===== src/rtl/flow_pkg.sv =====
package flow_pkg;
  localparam int unsigned FLAG_Z = 0;
  localparam int unsigned FLAG_S = 1;
  localparam int unsigned FLAG_C = 2;
  localparam int unsigned FLAG_V = 3;

  typedef enum logic [1:0] {
    ST_IDLE = 2'd0,
    ST_PUSH = 2'd1,
    ST_POP  = 2'd2,
    ST_LOAD = 2'd3
  } stk_state_e;
endpackage


===== src/rtl/flow_cond_eval.sv =====
module flow_cond_eval #(
  parameter int unsigned NF = 4,
  parameter int unsigned CW = 4
) (
  input  logic [CW-1:0] cc_i,
  input  logic [NF-1:0] flags_i,
  output logic          take_o
);
  logic [NF-1:0] hit;

  // code k+1 selects flag k; code 0 is always; the rest never
  for (genvar k = 0; k < NF; k++) begin : g_flag
    assign hit[k] = (cc_i == CW'(k + 1)) & flags_i[k];
  end

  assign take_o = (cc_i == '0) | (|hit);
endmodule


===== src/rtl/flow_stack_ctrl.sv =====
module flow_stack_ctrl
  import flow_pkg::*;
#(
  parameter int unsigned DW = 16
) (
  input  logic          clk_i,
  input  logic          rst_ni,
  input  logic          push_req_i,
  input  logic          pop_req_i,
  input  logic [DW-1:0] sp_i,
  input  logic [DW-1:0] ret_addr_i,
  input  logic [DW-1:0] mem_rdata_i,
  output logic [DW-1:0] mem_addr_o,
  output logic [DW-1:0] mem_wdata_o,
  output logic          mem_we_o,
  output logic          mem_re_o,
  output logic [DW-1:0] sp_o,
  output logic          sp_we_o,
  output logic          busy_o,
  output logic          done_o,
  output logic          done_pop_o,
  output logic [DW-1:0] pop_data_o
);
  stk_state_e    state_q, state_d;
  logic [DW-1:0] sp_q, ret_q;

  always_comb begin
    state_d = state_q;
    unique case (state_q)
      ST_IDLE: begin
        if (push_req_i)     state_d = ST_PUSH;
        else if (pop_req_i) state_d = ST_POP;
      end
      ST_PUSH: state_d = ST_IDLE;
      ST_POP:  state_d = ST_LOAD;
      ST_LOAD: state_d = ST_IDLE;
      default: state_d = ST_IDLE;
    endcase
  end

  always_ff @(posedge clk_i or negedge rst_ni) begin
    if (!rst_ni) begin
      state_q <= ST_IDLE;
      sp_q    <= '0;
      ret_q   <= '0;
    end else begin
      state_q <= state_d;
      if (state_q == ST_IDLE && push_req_i) begin
        sp_q  <= sp_i - DW'(1);   // pre-decrement
        ret_q <= ret_addr_i;
      end else if (state_q == ST_IDLE && pop_req_i) begin
        sp_q  <= sp_i;
      end
    end
  end

  assign busy_o      = (state_q != ST_IDLE);
  assign mem_we_o    = (state_q == ST_PUSH);
  assign mem_re_o    = (state_q == ST_POP);
  assign mem_addr_o  = sp_q;
  assign mem_wdata_o = ret_q;
  assign sp_we_o     = (state_q == ST_PUSH) | (state_q == ST_LOAD);
  assign sp_o        = (state_q == ST_LOAD) ? sp_q + DW'(1) : sp_q;
  assign done_o      = (state_q == ST_PUSH) | (state_q == ST_LOAD);
  assign done_pop_o  = (state_q == ST_LOAD);
  assign pop_data_o  = mem_rdata_i;

  AST_NO_REENTRY: assert property (@(posedge clk_i) disable iff (!rst_ni)
    (state_q != ST_IDLE) |-> !(push_req_i || pop_req_i));

  AST_PUSH_ONE_CYCLE: assert property (@(posedge clk_i) disable iff (!rst_ni)
    mem_we_o |=> !busy_o);

  AST_READ_THEN_LOAD: assert property (@(posedge clk_i) disable iff (!rst_ni)
    mem_re_o |=> (busy_o && sp_we_o && !mem_re_o));

  AST_MEM_EXCL: assert property (@(posedge clk_i) disable iff (!rst_ni)
    !(mem_we_o && mem_re_o));
endmodule


===== src/rtl/flow_seq.sv =====
module flow_seq
  import flow_pkg::*;
#(
  parameter int unsigned DW      = 16,
  parameter int unsigned IW      = 16,
  parameter int unsigned NF      = 4,
  parameter logic [3:0]  OP_JMP  = 4'hC,
  parameter logic [3:0]  OP_CALL = 4'hD,
  parameter logic [3:0]  OP_RET  = 4'hE
) (
  input  logic          clk_i,
  input  logic          rst_ni,
  input  logic          instr_valid_i,
  input  logic [IW-1:0] instr_i,
  input  logic [NF-1:0] flags_i,
  input  logic [DW-1:0] target_i,
  input  logic [DW-1:0] pc_inc_i,
  input  logic [DW-1:0] sp_i,
  output logic [DW-1:0] sp_o,
  output logic          sp_we_o,
  output logic [DW-1:0] mem_addr_o,
  output logic [DW-1:0] mem_wdata_o,
  output logic          mem_we_o,
  output logic          mem_re_o,
  input  logic [DW-1:0] mem_rdata_i,
  output logic          busy_o,
  output logic          npc_valid_o,
  output logic [DW-1:0] npc_o
);
  localparam int unsigned OP_LSB = IW - 4;
  localparam int unsigned CC_LSB = IW - 8;

  logic [3:0] op;
  logic [3:0] cc;
  logic       accept, is_jmp, is_call, is_ret, take;
  logic       push_req, pop_req, stk_done, stk_done_pop;
  logic [DW-1:0] pop_data, tgt_q, npc_q;
  logic          npc_valid_q;

  assign op      = instr_i[OP_LSB +: 4];
  assign cc      = instr_i[CC_LSB +: 4];
  assign accept  = instr_valid_i & ~busy_o;
  assign is_jmp  = (op == OP_JMP);
  assign is_call = (op == OP_CALL);
  assign is_ret  = (op == OP_RET);

  flow_cond_eval #(.NF(NF), .CW(4)) u_cond (
    .cc_i    (cc),
    .flags_i (flags_i),
    .take_o  (take)
  );

  assign push_req = accept & is_call & take;
  assign pop_req  = accept & is_ret;

  flow_stack_ctrl #(.DW(DW)) u_stk (
    .clk_i       (clk_i),
    .rst_ni      (rst_ni),
    .push_req_i  (push_req),
    .pop_req_i   (pop_req),
    .sp_i        (sp_i),
    .ret_addr_i  (pc_inc_i),
    .mem_rdata_i (mem_rdata_i),
    .mem_addr_o  (mem_addr_o),
    .mem_wdata_o (mem_wdata_o),
    .mem_we_o    (mem_we_o),
    .mem_re_o    (mem_re_o),
    .sp_o        (sp_o),
    .sp_we_o     (sp_we_o),
    .busy_o      (busy_o),
    .done_o      (stk_done),
    .done_pop_o  (stk_done_pop),
    .pop_data_o  (pop_data)
  );

  always_ff @(posedge clk_i or negedge rst_ni) begin
    if (!rst_ni) begin
      npc_valid_q <= 1'b0;
      npc_q       <= '0;
      tgt_q       <= '0;
    end else begin
      npc_valid_q <= 1'b0;
      if (accept && (is_jmp || (is_call && !take))) begin
        npc_valid_q <= 1'b1;
        npc_q       <= (is_jmp && take) ? target_i : pc_inc_i;
      end else if (push_req) begin
        tgt_q <= target_i;
      end else if (stk_done) begin
        npc_valid_q <= 1'b1;
        npc_q       <= stk_done_pop ? pop_data : tgt_q;
      end
    end
  end

  assign npc_valid_o = npc_valid_q;
  assign npc_o       = npc_q;

  AST_PUSH_SP_DEC: assert property (@(posedge clk_i) disable iff (!rst_ni)
    mem_we_o |-> (sp_we_o && sp_o == sp_i - DW'(1) && mem_addr_o == sp_o));

  AST_POP_SP_INC: assert property (@(posedge clk_i) disable iff (!rst_ni)
    (sp_we_o && !mem_we_o) |-> (sp_o == sp_i + DW'(1)));

  AST_UNTAKEN_CALL: assert property (@(posedge clk_i) disable iff (!rst_ni)
    (accept && is_call && !take) |=> (!busy_o && npc_valid_o && npc_o == $past(pc_inc_i)));

  AST_IGNORED_OP: assert property (@(posedge clk_i) disable iff (!rst_ni)
    (accept && !is_jmp && !is_call && !is_ret) |=> (!npc_valid_o && !busy_o && !sp_we_o));

  AST_JMP_NO_STACK: assert property (@(posedge clk_i) disable iff (!rst_ni)
    (accept && is_jmp) |=> (npc_valid_o && !busy_o && !mem_we_o && !mem_re_o));
endmodule


===== config.mk =====
export PLATFORM = sky130hd
export DESIGN_NAME = flow_seq
export DESIGN_NICKNAME = d
export VERILOG_FILES = /design/src/rtl/flow_pkg.sv /design/src/rtl/flow_cond_eval.sv /design/src/rtl/flow_stack_ctrl.sv /design/src/rtl/flow_seq.sv
export SDC_FILE = /design/constraint.sdc
export NUM_CORES = 1
export LEC_CHECK = 0
export ABC_AREA = 1
export BUFFER_PORTS_ARGS = -buffer_cell sky130_fd_sc_hd__buf_2
export CAP_MARGIN = 20
export CORE_MARGIN = 3
export CORE_UTILIZATION = 45
export CTS_CLUSTER_DIAMETER = 200
export DETAILED_ROUTE_END_ITERATION = 10
export PLACE_DENSITY = 0.77
export SETUP_SLACK_MARGIN = 0.05
export SYNTH_ARGS = -nofsm -noshare
export SYNTH_HDL_FRONTEND = slang
export SYNTH_SLANG_ARGS = --single-unit

===== constraint.sdc =====
create_clock -name clk_i -period 2.4 [get_ports clk_i]
set_input_delay 0.12 -clock clk_i [delete_from_list [all_inputs] [get_ports clk_i]]
set_output_delay 0.12 -clock clk_i [all_outputs]
set_load 0.01 [all_outputs]

After elaboration in Yosys (flattened, before gate mapping)
Cells that the tools add are included.

Add/subtract/negate cells: 2. Multipliers: 0. Divide/modulo/power cells: 0. Order comparisons: 0. Equal/unequal tests: 12. Shift-type cells: 0. Muxes and demuxes: 14. Bitwise gates (word level): 12. Reduce and logical (&&, ||, !) cells: 16.

Operators with widths (count): two-way mux 16 bit (8); adder 16 x 1 -> 16 bit, second input constant (1); subtractor 16 x 1 -> 16 bit, second input constant (1); == test 4 bit, second input constant (3); AND 1 bit (8); == test 4 x 2 -> 1 bit, second input constant (2); one-hot mux 2 bit (3 select lines) (1); nonzero test 2 bit (3); logical AND 1 bit (5); == test 2 bit, second input constant (2); == test 4 x 1 -> 1 bit, second input constant (1); == test 4 x 3 -> 1 bit, second input constant (1); zero test 4 bit (1); two-way mux 2 bit (2); AND reduction 2 bit (2); OR reduction 4 bit (1); two-way mux 1 bit (3); != test 3 x 1 -> 1 bit, second input constant (1); == test 2 x 1 -> 1 bit, second input constant (1); zero test 2 bit (1); != test 2 bit, second input constant (1); NOT 1 bit (2); OR 1 bit (2); OR reduction 2 bit (1); 2 further kinds (2).

Register bits: 67. Latch bits: 0. Memory bits (writable): 0. Memory bits (read-only): 0. Input bits: 87. Output and inout port bits: 69. Logic and storage cells: 62. Memories kept: 0.

Depth between registers and ports, before layout
Gate-level depths: netlist (run 1).

Depth after elaboration: 10. Gate-level depth with buffers: 12. Mapped depth without buffers: 11.

By module
From an unflattened synthesis (run 1), not the netlist that was laid out.

Cells, all modules: 604. Area, all modules: 4429.2 um^2.

By module, submodules not included: flow_stack_ctrl (instances 1, cells an instance 316, area each 2240.9 um^2, sequential area each 850.8 um^2); flow_seq (instances 1, cells an instance 276, area each 2135.8 um^2, sequential area each 825.8 um^2); flow_cond_eval (instances 1, cells an instance 12, area each 52.6 um^2, sequential area each 0.0 um^2).

Least setup slack after synthesis (run 1)
Ideal clock, no wire load.

Path kind: register -> output. Start point: register u_stk.state_q[0]. End point: output port sp_o[13]. Arrival time: 1.462 ns. Data required time: 2.280 ns. Slack: 0.818 ns. Stages on the path, launching flop included: 7. Path buffers: 0. Path through: dfrtp_1 nand2_1 nor3_2 nand4_1 nor2_2 nand3_1 xnor2_1.

Longest elaborated chain between the ends: 2.

Ends and longest elaborated chain: start: declaration (line flow_stack_ctrl.sv:24) `stk_state_e state_q, state_d;`; start signal: assignment (line flow_stack_ctrl.sv:47) `state_q <= state_d;`; == test 2 bit (line flow_stack_ctrl.sv:63) `assign sp_o = (state_q == ST_LOAD) ? sp_q + DW'(1) : sp_q;`; two-way mux 16 bit (line flow_stack_ctrl.sv:63); end: declaration (line flow_seq.sv:19) `output logic [DW-1:0] sp_o,`.

Every way passes these cells.

Worst setup path in the final report (run 1)
Same ends and word-level chain as after synthesis.

==> summary.md, run 1 <==
| Metric | Value |
|---|---|
| GR Util All Layers | 0.239 |
| Syn Area/Cell | 7.15 um^2 |
| WP data required | 2.28 ns |
| Final net count | 818 |
| WL/cell | 14.1 um |
| Vias/cell | 4.99 |
| VDD IR-drop max | 0.436 mV |
| CTS clk-pin slew, worst paths | 0.08 ns |
| Vias | 4,200 |
| Share of the synthesized area in the top cell type | 0.408 |
| Final number of setup-violating endpoints | 0 |
| Status | finished, final reports clean |
| Final Max Slew Viols | 0 |
| Die Ht | 102 um |
| Clk_lat worst skew | 0.35 ns |
| Critical-path maximum fanout | 8 |
| Setup slack, reg-to-reg | 0.30 ns |
| Commonest cells post-synth | 227 x nand2_1, 67 x dfrtp_1, 59 x inv_1, 44 x nand3_1, 28 x nor2_1 |
| Core region area | 0.00881 mm^2 |
| Crit path max-delay family | simple AND/OR/NAND/NOR gates |
| Worst Clk Skew | 0.0118 ns |
| Worst slew margin | 0.586 |
| Setup Fix Bufs, Post-CTS | 0 |
| Unrepaired setup endpoints after global routing | true |
| Synth area leaders | dfrtp_1 41%, nand2_1 21%, inv_1 5.4%, nand3_1 5.4%, xnor2_1 2.8% |
| First-pass GRT wire length | 19,600 um |
| Post-Syn Nets | 663 |
| Post-synth top area cell | dfrtp_1 |
| Die area | 0.0103 mm^2 |
| Min-Delay Path Class | input port to flop |
| Ant diodes | 0 |
| Port Buffer Count | 147 |
| # rows | 34 |
| Iter 0 DRT Violations | 191 |
| Crit path kind | flop to output port |
| Largest net degree at the start of global routing | 47 |
| CP Launch Type | flop |
| Vias in the first global route | 4,115 |
| TritonCTS clock tree | built |
| Critical-path cell list | buf_4, nand2_1, nor3_4, nand4_1, nor2_2, nand3_1, xnor2_1, buf_2 |
| CTS sink cnt | 67 |
| Gr ovfl total | 0 |
| Share of cells above drive strength 1 | 0.281 |
| Ys flop type | dfrtp_1 |
| Num CTS Buffers | 9 |
| Post-synth ARST share | 1.00 |
| CTS H-tree lvls | 3 |
| Post-synthesis register bit count | 67 |
| # IOs | 156 |
| Worst path bufs/invs | 2 |
| Horiz. Die Dim | 102 um |
| CTS root buf | clkbuf_8 |
| # DRC | 0 |
| Clock buffer depth | 2 |
| Unique cell type count in the Yosys netlist | 33 |
| Setup TNS | 0 ns |
| Dpl hpwl | 8990 um |
| Crit path max-delay cell type | dfrtp_1 |
| GPL Wtd Cong | 0.951 |
| Most numerous cell in the Yosys netlist | nand2_1 |
| Crit-path max cell delay | 0.38 ns |
| Drt pass-1 iters | 4 |
| Routed Antenna Nets | 0 |
| Fin crit share | 0.905 |
| Period minus WS final | 2.17 ns |
| Top achievable clock speed | 460 MHz |
| Post-synthesis sequential area ratio | 0.408 |
| Post-synth EDFFs | 0 |
| Yosys warns | 0 |
| Final hold vios | 0 |
| Max_cap viols | 0 |
| Final design utilization | 0.597 |
| Slew @ Worst Pin | 0.620 ns |
| Starting Density | 0.466 |
| Worst setup EP type | output port |
| Leak | 3.09 nW |
| Area of the mapped netlist | 0.00411 mm^2 |
| Critical path data arrival time | 2.05 ns |
| Cell Pwr Density | 812 mW/mm^2 |
| Layout area overhead | 28.0% |
| Post-Synthesis Cells | 574 |
| Initial antenna violation count | 0 |
| Final wirelength | 11,900 um |
logic make-up (layout without fill, tap and decap cells):
kind of cell,after synthesis,in the layout,share of synthesized area
buffers and inverters,86,246,0.0869
DFF,67,67,0.408
xor gates and xnor gates,24,24,0.0512
muxes,10,10,0.0274
AOI/OAI and AO/OA,56,56,0.0823
adders and majority gates,2,2,0.00609
and+or+nand+nor,329,329,0.338
path summary, 6_finish.rpt:
check	from	to	cells past startpoint
max	u_stk.state_q[0]$_DFFE_PN0P_	sp_o[13]	8
min	target_i[15]	tgt_q[15]$_DFFE_PN0P_	3
max reg2reg	u_stk.state_q[1]$_DFFE_PN0P_	u_stk.mem_addr_o[1]$_DFFE_PN0P_	9
min reg2reg	u_stk.mem_wdata_o[10]$_DFFE_PN0P_	u_stk.mem_wdata_o[10]$_DFFE_PN0P_	2
max in group asynchronous	rst_ni	u_stk.state_q[1]$_DFFE_PN0P_	3
min in group asynchronous	rst_ni	u_stk.mem_wdata_o[3]$_DFFE_PN0P_	2
stage by stage:
step / worst slack, ns / hold slack [ns] / instances / power, mW / instance area, um^2
after floorplan: 0.818 / -0.176 / 574 / 2.59 / 4110
after global placement: 0.342 / 0.157 / 818 / 3.26 / 4960
after detailed placement: 0.288 / 0.161 / 818 / 3.31 / 4960
after CTS: 0.138 / 0.0120 / 842 / 4.30 / 5240
after global routing: 0.0153 / 0.0222 / 842 / 4.59 / 5250
final: 0.228 / 0.0318 / 842 / 4.27 / 5250
registers in the layout (all words and copies together), names as in the netlist:
name and cells:
npc_valid_o 1, u_stk.mem_addr_o 16, u_stk.mem_wdata_o 16, tgt_q 16
u_stk.state_q 2, npc_o 16
timing repair:
action                     4_1_cts  5_1_grt
setup endpoints to repair        0        4
hold endpoints to repair        31        0
hold buffers                     8        0
gates resized for setup          0        3
layer usage:
layer | routed length [um] | part of all wire | track usage | up-vias
li1 | - | - | - | 2133
met1 | 5190 | 0.44 | 0.315 | 1875
met2 | 5680 | 0.48 | 0.386 | 170
met3 | 779 | 0.065 | 0.0517 | 22
met4 | 255 | 0.021 | 0.0920 | 0
met5 | 0 | 0 | 0 | -
worst reg2reg max path: stages, from the launching register on:
cell,delay (ns)
dfrtp_2,0.46
nor2_2,0.20
nand2_1,0.13
nor2_2,0.17
nand3_2,0.10
buf_4,0.24
nand2_2,0.31
inv_2,0.18
nand2_1,0.10
o211ai_1,0.08
layout by cell type (no fill, tap or decap), types with 7 or more instances in the layout:
master           n
nand2_1        227
buf_2          147
dfrtp_1         66
inv_1           59
nand3_1         44
nor2_1          27
o21ai_0         22
nand4_1         14
xnor2_1         13
o21ai_1         13
buf_4           12
xor2_1          11
mux2_2          10
o211ai_1        10
clkbuf_8        10
dlygate4sd3_1    8
a21o_1           7
where the power goes:
part           internal [mW]  leakage (nW)  switching, mW  total, mW
sequential              1.45         0.887          0.285       1.74
clock                  0.508        0.0987          0.452      0.959
combinational          0.681          2.10          0.892       1.57
final cells by class:
class / count / area (um^2)
well taps: 108 / 135
repair buffers: 168 / 926
clock buffers: 10 / 138
fillers: 794 / 3550
flip-flops and latches: 67 / 1680
clock inverters: 6 / 63.8
multi-input cells: 421 / 2080
inverters: 62 / 233
Power figures use the tool's default switching activity.
==> run 2: changes to the inputs <==
Settings changed: HOLD_SLACK_MARGIN from default to 0.05, SKIP_CTS_REPAIR_TIMING from default to 1.
==> run 2 against run 1 <==
Compared with the run above:
- combinational power about the same
- sequential share of layout area down 0.24 points
- global-route usage decreased by 0.27 points
- register-to-register slack hardly changed
- flip-flop and latch count unchanged
- total power grew 0.11%
- wire length increased by 0.50%
- clock power about the same
- sequential power about the same
- largest power group unchanged
- highest routed layer unchanged
==> summary.md, run 2 (synthesis results as in run 1) <==
| Metric | Value |
|---|---|
| Slew @ Worst Pin | 0.634 ns |
| Top achievable clock speed | 461 MHz |
| Max_cap viols | 0 |
| WP data required | 2.28 ns |
| WL/cell | 14.1 um |
| Fin crit share | 0.903 |
| VDD IR-drop max | 0.436 mV |
| Clock buffer depth | 2 |
| GPL Wtd Cong | 0.951 |
| CTS root buf | clkbuf_8 |
| Iter 0 DRT Violations | 199 |
| Share of cells above drive strength 1 | 0.279 |
| Drt pass-1 iters | 5 |
| Final net count | 822 |
| Ant diodes | 0 |
| Num CTS Buffers | 9 |
| Leak | 3.10 nW |
| Routed Antenna Nets | 0 |
| # rows | 34 |
| Min-Delay Path Class | input port to flop |
| Crit path max-delay cell type | dfrtp_1 |
| Worst setup EP type | output port |
| Critical-path cell list | buf_4, nand2_1, nor3_4, nand4_1, nor2_2, nand3_1, xnor2_1, buf_2 |
| # DRC | 0 |
| Starting Density | 0.466 |
| TritonCTS clock tree | built |
| Most frequent cells in the layout | 227 x nand2_1, 147 x buf_2, 66 x dfrtp_1 |
| Die area | 0.0103 mm^2 |
| Setup slack, reg-to-reg | 0.29 ns |
| Gr ovfl total | 0 |
| Dpl hpwl | 8990 um |
| Clk_lat worst skew | 0.35 ns |
| CTS H-tree lvls | 3 |
| GR Util All Layers | 0.237 |
| Critical path data arrival time | 2.05 ns |
| Final Max Slew Viols | 0 |
| Inst Count DP | 818 |
| DP Area | 0.00496 mm^2 |
| Min setup slack post-route | 0.233 ns |
| Worst Clk Skew | 0.0101 ns |
| Largest net degree at the start of global routing | 47 |
| Layout area overhead | 29.0% |
| Worst hold slack | 0.0328 ns |
| Cell Pwr Density | 807 mW/mm^2 |
| CTS clk-pin slew, worst paths | 0.08 ns |
| Final number of setup-violating endpoints | 0 |
| Final wirelength | 12,000 um |
| Worst slew margin | 0.577 |
| CTS sink cnt | 67 |
| CP Launch Type | flop |
| Commonest non-fill, non-tap cell in the layout | nand2_1 |
| Crit path kind | flop to output port |
| Crit-path max cell delay | 0.37 ns |
| Critical-path maximum fanout | 8 |
| First-pass GRT wire length | 19,400 um |
| Vias in the first global route | 4,081 |
| Horiz. Die Dim | 102 um |
| Unrepaired setup endpoints after global routing | true |
| Placement Setup Slack | 0.288 ns |
| Vias | 4,231 |
| # IOs | 156 |
| Core region area | 0.00881 mm^2 |
| Final cell count without fillers | 846 |
| Vias/cell | 5.00 |
| Final hold vios | 0 |
| Design area | 0.00529 mm^2 |
| Die Ht | 102 um |
| Initial antenna violation count | 0 |
| Port Buffer Count | 147 |
| Period minus WS final | 2.17 ns |
| Setup TNS | 0 ns |
| Status | finished, final reports clean |
-- run 2: metrics by stage --
stage | util | total power [mW]
after floorplan | - | 2.59
after global placement | 0.564 | 3.26
after detailed placement | 0.564 | 3.31
after CTS | 0.586 | 4.29
after global routing | 0.601 | 4.60
final | 0.601 | 4.27
-- run 2: final cells by class --
cell class | count | area, um^2
Fill cell | 784 | 3510
Multi-Input combinational cell | 421 | 2080
Sequential cell | 67 | 1680
Timing Repair Buffer | 172 | 966
Inverter | 62 | 233
Clock buffer | 10 | 138
Tap cell | 108 | 135
Clock inverter | 6 | 63.8
-- run 2: metal layers --
metal,wire [um],GRT usage,vias up
met4,236,0.0941,0
met3,819,0.0537,22
met1,5120,0.311,1897
li1,-,-,2133
met5,0,0,-
met2,5790,0.380,179
-- run 2: worst paths after layout --
path,start,end,depth (start not counted)
min reg2reg,u_stk.mem_wdata_o[10]$_DFFE_PN0P_,u_stk.mem_wdata_o[10]$_DFFE_PN0P_,2
min in group asynchronous,rst_ni,u_stk.mem_wdata_o[11]$_DFFE_PN0P_,2
max in group asynchronous,rst_ni,u_stk.state_q[1]$_DFFE_PN0P_,3
max reg2reg,u_stk.state_q[1]$_DFFE_PN0P_,u_stk.mem_addr_o[1]$_DFFE_PN0P_,9
min,target_i[3],tgt_q[3]$_DFFE_PN0P_,3
max,u_stk.state_q[0]$_DFFE_PN0P_,sp_o[13],8
-- run 2: worst max-delay path, delay by kind of cell, from the launching register on --
family                 cells  cell delay (ns)
AND/OR/NAND/NOR            5             0.87
flip-flops                 1             0.37
XOR/XNOR                   1             0.14
buffers and inverters      2             0.32
-- run 2: where the power goes --
group          switching (mW)  internal, mW
sequential              0.284          1.45
combinational           0.894         0.685
clock                   0.452         0.508
total                    1.63          2.64
==> run 3: changes to the inputs <==
Settings changed: CORE_ASPECT_RATIO from default to 0.8.
==> run 3 against run 2 <==
Compared with the run above:
- flip-flop and latch count unchanged
- sequential share of layout area decreased by 0.41 points
- critical endpoint unchanged
- wire length increased by 1.4%
- via count increased by 1.6%
- critical path type unchanged
- maximum frequency about the same
- critical path depth decreased by 1
- worst hold slack improved by 0.025 ns
- sequential power about the same
- clock-buffer cell count increased by 1
- worst setup slack got worse by 0.0013 ns
==> summary.md, run 3 (synthesis results as in run 1) <==
| Metric | Value |
|---|---|
| Core region area | 0.00867 mm^2 |
| Vias/cell | 5.09 |
| Crit-path max cell delay | 0.44 ns |
| CP Launch Type | flop |
| Commonest non-fill, non-tap cell in the layout | nand2_1 |
| First-pass GRT wire length | 20,100 um |
| CP startpoint | u_stk.state_q[0]$_DFFE_PN0P_ |
| # IOs | 156 |
| Ant diodes | 0 |
| Port Buffer Count | 147 |
| Crit Reg-Reg Startpoint | u_stk.state_q[1]$_DFFE_PN0P_ |
| Max_cap viols | 0 |
| Final hold vios | 0 |
| Worst setup EP type | output port |
| Worst flop-to-flop path endpoint | npc_o[8]$_DFFE_PN0P_ |
| Cell Pwr Density | 887 mW/mm^2 |
| Final number of setup-violating endpoints | 0 |
| Layout area overhead | 30.5% |
| Worst slew margin | 0.529 |
| # rows | 30 |
| Final Max Slew Viols | 0 |
| Slew @ Worst Pin | 0.705 ns |
| Status | finished, final reports clean |
| WL/cell | 14.4 um |
| CTS sink cnt | 67 |
| Num CTS Buffers | 9 |
| Iter 0 DRT Violations | 418 |
| Unrepaired setup endpoints after global routing | false |
| Critical path data arrival time | 2.05 ns |
| Horiz. Die Dim | 113 um |
| Critical-path cell list | nand2_1, nor3_2, nand4_1, nor2_2, nand3_1, xnor2_1, buf_2 |
| Vias in the first global route | 4,160 |
| Final design utilization | 0.618 |
| Min-Delay Path Class | input port to flop |
| Period minus WS final | 2.17 ns |
| Final cell count without fillers | 844 |
| CTS H-tree lvls | 3 |
| Die Ht | 91.4 um |
| Worst Clk Skew | 0.00699 ns |
| Most frequent cells in the layout | 227 x nand2_1, 147 x buf_2, 67 x dfrtp_1 |
| CTS root buf | clkbuf_16 |
| Design area | 0.00536 mm^2 |
| Critical-path maximum fanout | 5 |
| VDD IR-drop max | 0.514 mV |
| Starting Density | 0.473 |
| Clock buffer depth | 2 |
| Final wirelength | 12,100 um |
| Routed Antenna Nets | 0 |
| Share of cells above drive strength 1 | 0.277 |
| # DRC | 0 |
| Crit path max-delay cell type | dfrtp_1 |
| GPL Wtd Cong | 0.913 |
| Vias | 4,299 |
| TritonCTS clock tree | built |
| CTS clk-pin slew, worst paths | 0.06 ns |
| Dpl hpwl | 9010 um |
| WP data required | 2.28 ns |
| Clk_lat worst skew | 0.33 ns |
| Top achievable clock speed | 461 MHz |
| Drt pass-1 iters | 5 |
| Total Power | 4.75 mW |
| Setup TNS | 0 ns |
| Setup slack, reg-to-reg | 0.35 ns |
| Final net count | 816 |
| Leak | 3.13 nW |
| Inst Count DP | 820 |
| Die area | 0.0103 mm^2 |
| Fin crit share | 0.904 |
| GR Util All Layers | 0.239 |
| Largest net degree at the start of global routing | 73 |
| Gr ovfl total | 0 |
| DP Area | 0.00494 mm^2 |
| Initial antenna violation count | 0 |
| CP endpoint | sp_o[13] |
| Reg2Reg Depth | 9 |
| Crit path kind | flop to output port |
-- run 3: how the worst min path moves through the flow --
stage,from,endpoint,cells past startpoint
after CTS,rst_ni,u_stk.mem_addr_o[10]$_DFFE_PN0P_,1
after global placement,rst_ni,u_stk.mem_addr_o[10]$_DFFE_PN0P_,1
final,target_i[1],tgt_q[1]$_DFFE_PN0P_,3
after floorplan,rst_ni,npc_o[0]$_DFFE_PN0P_,0
after global routing,target_i[3],tgt_q[3]$_DFFE_PN0P_,3
after detailed placement,rst_ni,u_stk.mem_addr_o[10]$_DFFE_PN0P_,1
-- run 3: area by class of cell --
cell class,instances,area [um^2]
fill,767,3310
clock buffer,11,253
inverter,62,233
multi-input combinational,421,2070
sequential,67,1680
timing repair buffer,166,898
clock inverter,5,83.8
tap,112,140
-- run 3: worst max-delay path, delay by kind of cell (launching register included) --
family	cells	cell delay (ns)
xor+xnor	1	0.14
buf+inv	1	0.15
flops	1	0.44
simple gates	5	1.00
-- run 3: stage by stage --
stage                     hold slack (ns)  setup slack [ns]
after floorplan                    -0.176             0.818
after global placement              0.181             0.456
after detailed placement            0.173             0.418
after CTS                          -0.171             0.212
after global routing               0.0738            0.0541
final                              0.0581             0.231
-- run 3: where the power goes --
part / internal [mW] / leakage (nW) / switching, mW
clock network: 0.969 / 0.158 / 0.496
registers: 1.45 / 0.889 / 0.280
logic: 0.671 / 2.08 / 0.884
total: 3.09 / 3.13 / 1.66
-- run 3: metal layers --
layer,part of all wire,track usage
met5,0,0
met4,0.015,0.0571
met3,0.090,0.0573
met2,0.45,0.376
met1,0.45,0.334
